File: src/rtl/chunk_perm_pkg.sv
package chunk_perm_pkg;
  localparam int DATA_W  = 64;
  localparam int LANE_W  = 8;
  localparam int NLANES  = DATA_W / LANE_W;
  localparam int LSEL_W  = $clog2(NLANES);
  localparam int IMM_W   = 8;
  localparam int SIZE_W  = 2;

  typedef enum logic [1:0] {
    OP_PERM  = 2'b00,
    OP_SEL   = 2'b01,
    OP_SELI  = 2'b10,
    OP_PERMI = 2'b11
  } perm_op_e;

  typedef enum logic [SIZE_W-1:0] {
    CH_8  = 2'b00,
    CH_16 = 2'b01,
    CH_32 = 2'b10,
    CH_64 = 2'b11
  } chunk_size_e;
endpackage

File: src/rtl/chunk_lane_ctrl.sv
// Works out, for every output byte lane, which source lane feeds it and
// whether the lane is forced to zero (upper chunks in select modes).
module chunk_lane_ctrl
  import chunk_perm_pkg::*;
#(
  parameter int NL    = NLANES,
  parameter int LW    = LANE_W,
  parameter int SW    = SIZE_W,
  parameter int IW    = IMM_W,
  localparam int LSW  = $clog2(NL)
) (
  input  logic [SW-1:0]          size_i,
  input  logic [1:0]             op_i,
  input  logic [NL*LW-1:0]       sel_i,
  input  logic [IW-1:0]          imm_i,
  output logic [NL-1:0][LSW-1:0] src_lane_o,
  output logic [NL-1:0]          lane_zero_o
);

  // A chunk may hold at most every lane of the word.
  localparam int MAX_SIZE = (1 << SW) - 1;
  initial begin
    if (MAX_SIZE > LSW) $display("chunk_lane_ctrl: size code exceeds lane count");
  end

  function automatic logic [LSW-1:0] lane_source(
    input int          lane,
    input logic [SW-1:0] sz_code,
    input logic [1:0]  op,
    input logic [NL*LW-1:0] sel,
    input logic [IW-1:0] imm
  );
    int sz, off, cnum, base, raw, nmask, k;
    sz    = int'(sz_code);
    off   = lane & ((1 << sz) - 1);
    cnum  = lane >> sz;
    base  = cnum << sz;
    case (perm_op_e'(op))
      OP_PERM:  raw = int'(sel[base*LW +: LW]);
      OP_SEL:   raw = int'(sel[LW-1:0]);
      default:  raw = int'(imm);
    endcase
    nmask = (1 << (LSW - sz)) - 1;
    k     = raw & nmask;
    return LSW'((k << sz) | off);
  endfunction

  for (genvar b = 0; b < NL; b++) begin : g_lane
    always_comb begin
      src_lane_o[b]  = lane_source(b, size_i, op_i, sel_i, imm_i);
      lane_zero_o[b] = ((perm_op_e'(op_i) == OP_SEL) || (perm_op_e'(op_i) == OP_SELI))
                       && ((b >> int'(size_i)) != 0);
    end

    // The offset of the lane inside its chunk never changes.
    always_comb begin
      assert_lane_offset_R1: assert ((int'(src_lane_o[b]) & ((1 << int'(size_i)) - 1))
                                     == (b & ((1 << int'(size_i)) - 1)));
    end
  end

endmodule

File: src/rtl/chunk_lane_mux.sv
// One multiplexer per output lane with a zero-force for select modes.
module chunk_lane_mux #(
  parameter int NL   = 8,
  parameter int LW   = 8,
  localparam int LSW = $clog2(NL)
) (
  input  logic [NL*LW-1:0]       src_i,
  input  logic [NL-1:0][LSW-1:0] src_lane_i,
  input  logic [NL-1:0]          lane_zero_i,
  output logic [NL*LW-1:0]       y_o
);

  for (genvar b = 0; b < NL; b++) begin : g_mux
    logic [LW-1:0] picked;
    always_comb begin
      picked = src_i[int'(src_lane_i[b])*LW +: LW];
      y_o[b*LW +: LW] = lane_zero_i[b] ? '0 : picked;
    end

    // A zero-forced lane must never carry data.
    always_comb begin
      assert_zero_lane_R3: assert (!lane_zero_i[b] || (y_o[b*LW +: LW] == '0));
    end
  end

endmodule

File: src/rtl/chunk_perm_unit.sv
module chunk_perm_unit
  import chunk_perm_pkg::*;
#(
  parameter int DW  = DATA_W,
  parameter int LW  = LANE_W,
  parameter int SW  = SIZE_W,
  parameter int IW  = IMM_W,
  localparam int NL  = DW / LW,
  localparam int LSW = $clog2(NL)
) (
  input  logic          clk,
  input  logic          rst,
  input  logic          in_valid,
  input  logic [1:0]    opcode,
  input  logic [SW-1:0] size,
  input  logic [DW-1:0] sel_word,
  input  logic [DW-1:0] src_word,
  input  logic [IW-1:0] imm,
  output logic          out_valid,
  output logic [DW-1:0] result
);

  logic [NL-1:0][LSW-1:0] src_lane;
  logic [NL-1:0]          lane_zero;
  logic [DW-1:0]          y_comb;

  chunk_lane_ctrl #(.NL(NL), .LW(LW), .SW(SW), .IW(IW)) u_ctrl (
    .size_i      (size),
    .op_i        (opcode),
    .sel_i       (sel_word),
    .imm_i       (imm),
    .src_lane_o  (src_lane),
    .lane_zero_o (lane_zero)
  );

  chunk_lane_mux #(.NL(NL), .LW(LW)) u_mux (
    .src_i       (src_word),
    .src_lane_i  (src_lane),
    .lane_zero_i (lane_zero),
    .y_o         (y_comb)
  );

  always_ff @(posedge clk) begin
    if (rst) begin
      out_valid <= 1'b0;
      result    <= '0;
    end else begin
      out_valid <= in_valid;
      if (in_valid) result <= y_comb;
    end
  end

  assert_valid_rise_R9: assert property (@(posedge clk) disable iff (rst)
    in_valid |=> out_valid);
  assert_valid_fall_R9: assert property (@(posedge clk) disable iff (rst)
    !in_valid |=> !out_valid);
  assert_hold_R11: assert property (@(posedge clk) disable iff (rst)
    !in_valid |=> $stable(result));
  assert_select_zext_R3: assert property (@(posedge clk) disable iff (rst)
    (in_valid && (opcode == OP_SEL || opcode == OP_SELI) && size == CH_8)
      |=> (result[DW-1:LW] == '0));
  assert_single_chunk_R6: assert property (@(posedge clk) disable iff (rst)
    (in_valid && size == CH_64) |=> (result == $past(src_word)));
  assert_zero_sel_bcast_R5: assert property (@(posedge clk) disable iff (rst)
    (in_valid && opcode == OP_PERM && sel_word == '0 && size == CH_8)
      |=> (result == {NL{$past(src_word[LW-1:0])}}));

endmodule

File: config.mk
export PLATFORM = sky130hd
export DESIGN_NAME = chunk_perm_unit
export DESIGN_NICKNAME = d
export VERILOG_FILES = /design/src/rtl/chunk_perm_pkg.sv /design/src/rtl/chunk_lane_ctrl.sv /design/src/rtl/chunk_lane_mux.sv /design/src/rtl/chunk_perm_unit.sv
export SDC_FILE = /design/constraint.sdc
export NUM_CORES = 1
export LEC_CHECK = 0
export ABC_AREA = 1
export CAP_MARGIN = 20
export CORE_MARGIN = 2
export CORE_UTILIZATION = 50
export CTS_CLUSTER_SIZE = 40
export DETAILED_ROUTE_END_ITERATION = 6
export PLACE_DENSITY_LB_ADDON = 0.25
export SKIP_LAST_GASP = 1
export SYNTH_ARGS = -nofsm -noshare
export SYNTH_HDL_FRONTEND = slang
export SYNTH_HIERARCHICAL = 1
export SYNTH_SLANG_ARGS = --single-unit
File: constraint.sdc
create_clock -name clk -period 3.7 [get_ports clk]
set_input_delay 0.74 -clock clk [delete_from_list [all_inputs] [get_ports clk]]
set_output_delay 0.74 -clock clk [all_outputs]
set_load 0.03 [all_outputs]
==> summary.txt, run 1 <==
Power
  – Worst vdd ir: approximately 0.00022 V
  – Leak Pwr: 0.00616 uW
  – Power per Cell Area: 317 nW/um^2

Setup path
  – Critical-path top delay cell: clkdlybuf4s50_1
  – CP Data Arrival Time: 3730 ps
  – Worst r2r src: result[40]
  – Flop2flop setup slack: 3120 ps
  – Startpoint Class: input port
  – Crit path top cell by count: nand2_1
  – Crit end category: flop
  – Crit Path Category: input port to flop
  – Largest stage delay on the critical path: ~500 ps
  – Crit Path Max Fanout: 7
  – Worst reg2reg path depth: 2
  – Crit-path cells: clkdlybuf4s50_1 -> inv_2 -> nor2_1 -> inv_1 -> ha_1 -> nor2_1 -> buf_4 -> nand2_1 -> nand3_1 -> nand2_1 -> nand2_1 -> nand2_1 -> nand3_1 -> nand3_1 -> inv_2 -> buf_4 -> nand3_1 -> nand3_1 -> nand2_1 -> nor2_1 -> inv_1 -> nand2_1 -> nand2_1 -> nor2_1
  – Critical Path RT: 3990 ps
  – Worst reg2reg endpoint: result[40]

Place
  – GPL Wtd Cong: 1.02
  – Placed insts: 2265
  – I/O Buffers: about 160
  – Setup WS pre-CTS: -49.2 ps
  – Placed instance area: 11000 sq um
  – Dpl hpwl: roughly 27000 um

Die
  – Row count: 50
  – Die height: about 140 um
  – Core footprint: 18700 sq um
  – Initial Util: approximately half
  – Die area: 20100 sq um
  – Die Wd: 142 um
  – Io pins: ~210

Global routing
  – First-pass GRT wire length: 61800 um
  – Antenna violations before repair: 1
  – Vias in the first global route: 11300
  – Total GRT Usage: 40.3%
  – Largest net degree at the start of global routing: 130
  – Congestion Overflow GR: 0

Cells and area
  – Share of cells above drive strength 1: 6.84%
  – Inserted Diodes: 0
  – Fill cells: 1988
  – Synth-to-layout area growth: 19.2%
  – Cell Count, Final, Fillers Out: 2281
  – Post-route cell area: around 11000 sq um
  – Final net count: between 2000 and 2500

Detailed routing
  – Wire length per cell: 18.1 um
  – Drc violations: 1
  – Total Wirelength: 41300 um
  – Post-detailed-route count of antenna-violating nets: 0
  – Detailed-router iteration count before antenna repair: 7
  – Via density: 5.67
  – Starting DRT DRC Count: 2264
  – Via count: 12900

Synth
  – Yosys reg bits: 65
  – Netlist cell types: 28
  – Syn_nets: 2065
  – Mapped cell area: 9500 sq um
  – Synth warn: 6
  – Cells after Synth: 1918
  – Mapped Avg Cell Area: 4.95 sq um
  – Post-synthesis sequential area ratio: 13.7%

Job
  – Max-Cap Viols: 0

STA
  – Slew HR: a little under a third
  – Final period util: between 90% and 100%
  – Final hold vios: 0
  – Setup TNS: 0 ps
  – Fmax: 290 MHz
  – RSZ-0062 raised after global routing: no
  – Worst setup margin: 257 ps
  – Fin crit period: approximately 3400 ps
  – Least-Margin Pin Slew: 1040 ps
  – Max-slew violation count: 0
  – Final setup skew: 0 ps
  – Final setup vio count: 0

Status
  – Status: finished, violations left
  – Failing checks: design-rule violations

Clock network
  – Clock sink count: 65
  – H-Tree Depth: 3
  – CTS tree: yes
  – Worst skew pair latency: 340 ps
  – PostCTS Resize Cnt: 0
  – Hold-fix buffers at CTS: 0
  – Total CTS buffers: 9
  – Clock transition at the registers of the reported paths: 60 ps
  – Root Buffer: clkbuf_16
  – Post-CTS setup buffers: 0
  – Clk buf depth: 2

Worst hold path
  – Worst hold endpoint: result[4]
  – Hold path cells: 2
  – Tightest Hold Check Type: flop to flop
  – Startpoint of the worst hold path: result[4]
[power breakdown]
group	total, uW	internal (uW)	leakage [uW]	switching (uW)
logic	1860	667	0.00547	1200
clock network	931	530	0.000148	401
registers	795	764	0.000539	30.8
total	3590	1960	0.00616	1630
[metrics by stage]
stage | hold slack, ps | util (%) | total power [uW]
floorplan | 593 | - | 2060
global placement | 455 | 58.9 | 2580
detailed placement | 461 | 58.9 | 2600
CTS | 469 | 60.5 | 3540
global route | 489 | 60.5 | 3780
finish | 467 | 60.5 | 3590
[Yosys cell counts]
cell type,number,area share (%)
nand2_1,844,33
nand3_1,337,18
nor2_1,290,11
inv_1,167,6.6
dfxtp_1,65,14
buf_6,49,5.8
buf_4,36,2.8
buf_2,30,1.6
a21oi_1,18,0.95
nand3_2,15,1.6
o21ai_0,15,0.79
inv_2,14,0.55
clkbuf_1,8,0.32
inv_4,8,0.53
ha_1,4,0.53
o211ai_1,3,0.24
buf_12,2,0.42
nor3_1,2,0.11
o221ai_1,2,0.18
a21oi_4,1,0.17
clkbuf_4,1,0.079
conb_1,1,0.039
nand2_2,1,0.066
nand2_4,1,0.12
nand3b_1,1,0.079
nand4_1,1,0.066
nor2_2,1,0.066
o21ai_1,1,0.053
[final cells by class]
| cell class | count | area (sq um) | area share, % |
|---|---|---|---|
| inverters | 189 | 732 | 6.46 |
| repair buffers | 239 | 2260 | 20.0 |
| well taps | 234 | 293 | 2.59 |
| clock buffers | 9 | 225 | 1.99 |
| clock inverters | 7 | 80.1 | 0.707 |
| multi-input cells | 1538 | 6430 | 56.8 |
| flip-flops and latches | 65 | 1300 | 11.5 |
[sequential cells by signal (all words and copies together) (netlist names)]
name and flops:
out_valid 1, result 64
[placed cells by master (no fill, tap or decap), types with 2 or more instances in the layout]
| cell | count |
|---|---|
| nand2_2 | 2 |
| o221ai_1 | 2 |
| clkdlybuf4s50_1 | 161 |
| inv_2 | 14 |
| o211ai_1 | 3 |
| dfxtp_1 | 65 |
| nor2_1 | 286 |
| a21oi_1 | 18 |
| nand3_1 | 337 |
| buf_12 | 5 |
| inv_4 | 7 |
| clkinv_4 | 3 |
| nand2_1 | 843 |
| clkbuf_16 | 9 |
| nor2_2 | 5 |
| buf_4 | 73 |
| nand3_2 | 15 |
| nor3_1 | 2 |
| ha_1 | 4 |
| o21ai_0 | 15 |
| inv_1 | 167 |
[cell families after synthesis]
family | count (synthesis) | share of synthesized area, %
adders and majority gates | 4 | 0.527
and+or+nand+nor | 1493 | 64.6
other | 1 | 0.0395
AOI/OAI and AO/OA | 40 | 2.38
DFF | 65 | 13.7
buffers and inverters | 315 | 18.7
[critical path: cells and delay by family]
kind | cells | cell delay [ps]
adder cells (fa/ha/maj) | 1 | 220
buffers and inverters | 7 | 1160
AND/OR/NAND/NOR | 16 | 1600
[metal layers]
| metal | wire [um] | global-route usage [%] | up-vias |
|---|---|---|---|
| met5 | 23 | 0 | - |
| met4 | 3230 | 27.8 | 2 |
| met3 | 6050 | 10.3 | 249 |
| met2 | 16600 | 57.9 | 995 |
| met1 | 15400 | 52.6 | 5562 |
| li1 | - | - | 6119 |
[worst max path at each step]
stage	from	endpoint	slack (ps)	depth (start not counted)
2_1_floorplan	size[1]	result[48]	650	23
3_3_place_gp	size[0]	result[60]	20	25
3_5_place_dp	size[0]	result[62]	-50	25
4_1_cts	size[0]	result[62]	320	25
5_1_grt	size[0]	result[55]	5	23
6_report	size[0]	result[61]	260	24
No activity file was read; power rests on OpenSTA's default activity.
==> inputs of run 2 (changes only) <==
- MAX_ROUTING_LAYER: default -> met4
==> summary.txt, run 2 (synthesized netlist as in run 1, its figures left out) <==
Status
  – Status: finished, violations left
  – Failing checks: design-rule violations

Global routing
  – Antenna violations before repair: 0
  – Congestion Overflow GR: 0
  – First-pass GRT wire length: 62700 um
  – Largest net degree at the start of global routing: 82
  – Vias in the first global route: roughly 11000
  – Total GRT Usage: 42.1%

Cells and area
  – Reg with most FFs: result
  – Inserted Diodes: 0
  – Layout Utilization: 61.3%
  – Final net count: 2200
  – Largest register FFs: 64
  – Synth-to-layout area growth: 20.7%
  – Share of cells above drive strength 1: 7.29%
  – Post-route cell area: 11500 sq um
  – Fill cells: 1930
  – Commonest non-fill, non-tap cell in the layout: nand2_1
  – Top flop regs: result (64), out_valid (1)
  – Most frequent cells in the layout: 844 x nand2_1, 337 x nand3_1, 286 x nor2_1

STA
  – Final period util: 90.5%
  – Slew HR: 48.8%
  – Least-Margin Pin Slew: roughly 770 ps
  – Fmax: ~300 MHz
  – Final setup vio count: 0
  – Setup TNS: 0 ps
  – Fin crit period: approximately 3300 ps
  – RSZ-0062 raised after global routing: no
  – Max-slew violation count: 0
  – Final setup skew: 0 ps
  – Final hold vios: 0

Clock network
  – Total CTS buffers: 9
  – Clock sink count: 65
  – H-Tree Depth: 3
  – PostCTS Resize Cnt: 0
  – Clk buf depth: 2
  – Root Buffer: clkbuf_16
  – Worst skew pair latency: around 340 ps
  – CTS tree: yes
  – Post-CTS setup buffers: 0
  – Clock transition at the registers of the reported paths: 60 ps
  – Hold-fix buffers at CTS: 0

Die
  – Core footprint: 18700 sq um
  – Die area: between 20000 and 25000 sq um
  – Row count: 50
  – Initial Util: 50.8%
  – Io pins: 208
  – Die Wd: 142 um
  – Die height: about 140 um

Worst hold path
  – Tightest Hold Check Type: flop to flop

Detailed routing
  – Wire length per cell: ~18 um
  – Starting DRT DRC Count: roughly 2100
  – Via count: 13000
  – Post-detailed-route count of antenna-violating nets: 0
  – Via density: ~5.7
  – Detailed-router iteration count before antenna repair: 7
  – Total Wirelength: 42200 um
  – Drc violations: 1

Place
  – Dpl hpwl: 28100 um
  – I/O Buffers: 162
  – Placed instance area: around 11000 sq um
  – GPL Wtd Cong: 1.04

Power
  – Worst vdd ir: around 0.00023 V
  – Leak Pwr: approximately 0.0062 uW
  – Power per Cell Area: 315 nW/um^2
  – Tot Pwr: 3620 uW

Setup path
  – Crit Path Category: input port to flop
  – Crit end category: flop
  – CP Data Arrival Time: 3640 ps
  – Crit Path Max Fanout: 21
  – Startpoint Class: input port
  – Critical Path RT: 3990 ps

Job
  – Max-Cap Viols: 0
-- run 2: worst max-delay path: stages --
cell	delay [ps]
clkdlybuf4s50_1	480
inv_1	50
ha_1	200
nor2_1	290
inv_2	110
nor2_1	260
inv_2	160
nand2_1	100
nand3_1	150
buf_4	260
nand2_1	80
nand3_1	80
nand3_1	80
nand2_1	50
nor2_1	240
inv_1	70
nand2_1	60
nand2_1	50
nor2_1	100
-- run 2: final cells by class --
class / count / area [sq um] / area share [%]
multi-input combinational: 1538 / 6430 / 56.1
clock inverter: 7 / 75.1 / 0.654
timing repair buffer: 250 / 2420 / 21.1
sequential: 65 / 1300 / 11.3
inverter: 189 / 729 / 6.36
tap: 234 / 293 / 2.55
clock buffer: 9 / 225 / 1.96
-- run 2: final timing paths --
| kind | start | end | slack, ps | depth (start not counted) |
|---|---|---|---|---|
| worst min register to register | result[1] | result[1] | 470 | 2 |
| worst min-delay path | result[1] | result[1] | 470 | 2 |
| worst max-delay path | opcode[0] | result[47] | 350 | 19 |
| worst max register to register | result[54] | result[54] | 3110 | 2 |
-- run 2: power by group --
part	internal, uW	total [uW]	switching [uW]
combinational	688	1890	1210
sequential	764	796	31.9
clock	529	927	398
total	1980	3620	1640
-- run 2: stage by stage --
step / hold slack, ps / std cells / setup WS (ps)
final: 467 / 2292 / 352
after floorplan: 593 / 1918 / 651
after detailed placement: 461 / 2276 / 36.5
after global routing: 484 / 2292 / 75.8
after CTS: 469 / 2292 / 407
after global placement: 455 / 2276 / 93.6
-- run 2: layer usage --
metal  wire [um]  track usage, %  vias up
li1            -               -     6136
met1       16200            54.2     5704
met2       17400            61.4      942
met3        5660            8.88      233
met4        2930            22.9        0
met5           0               -        -
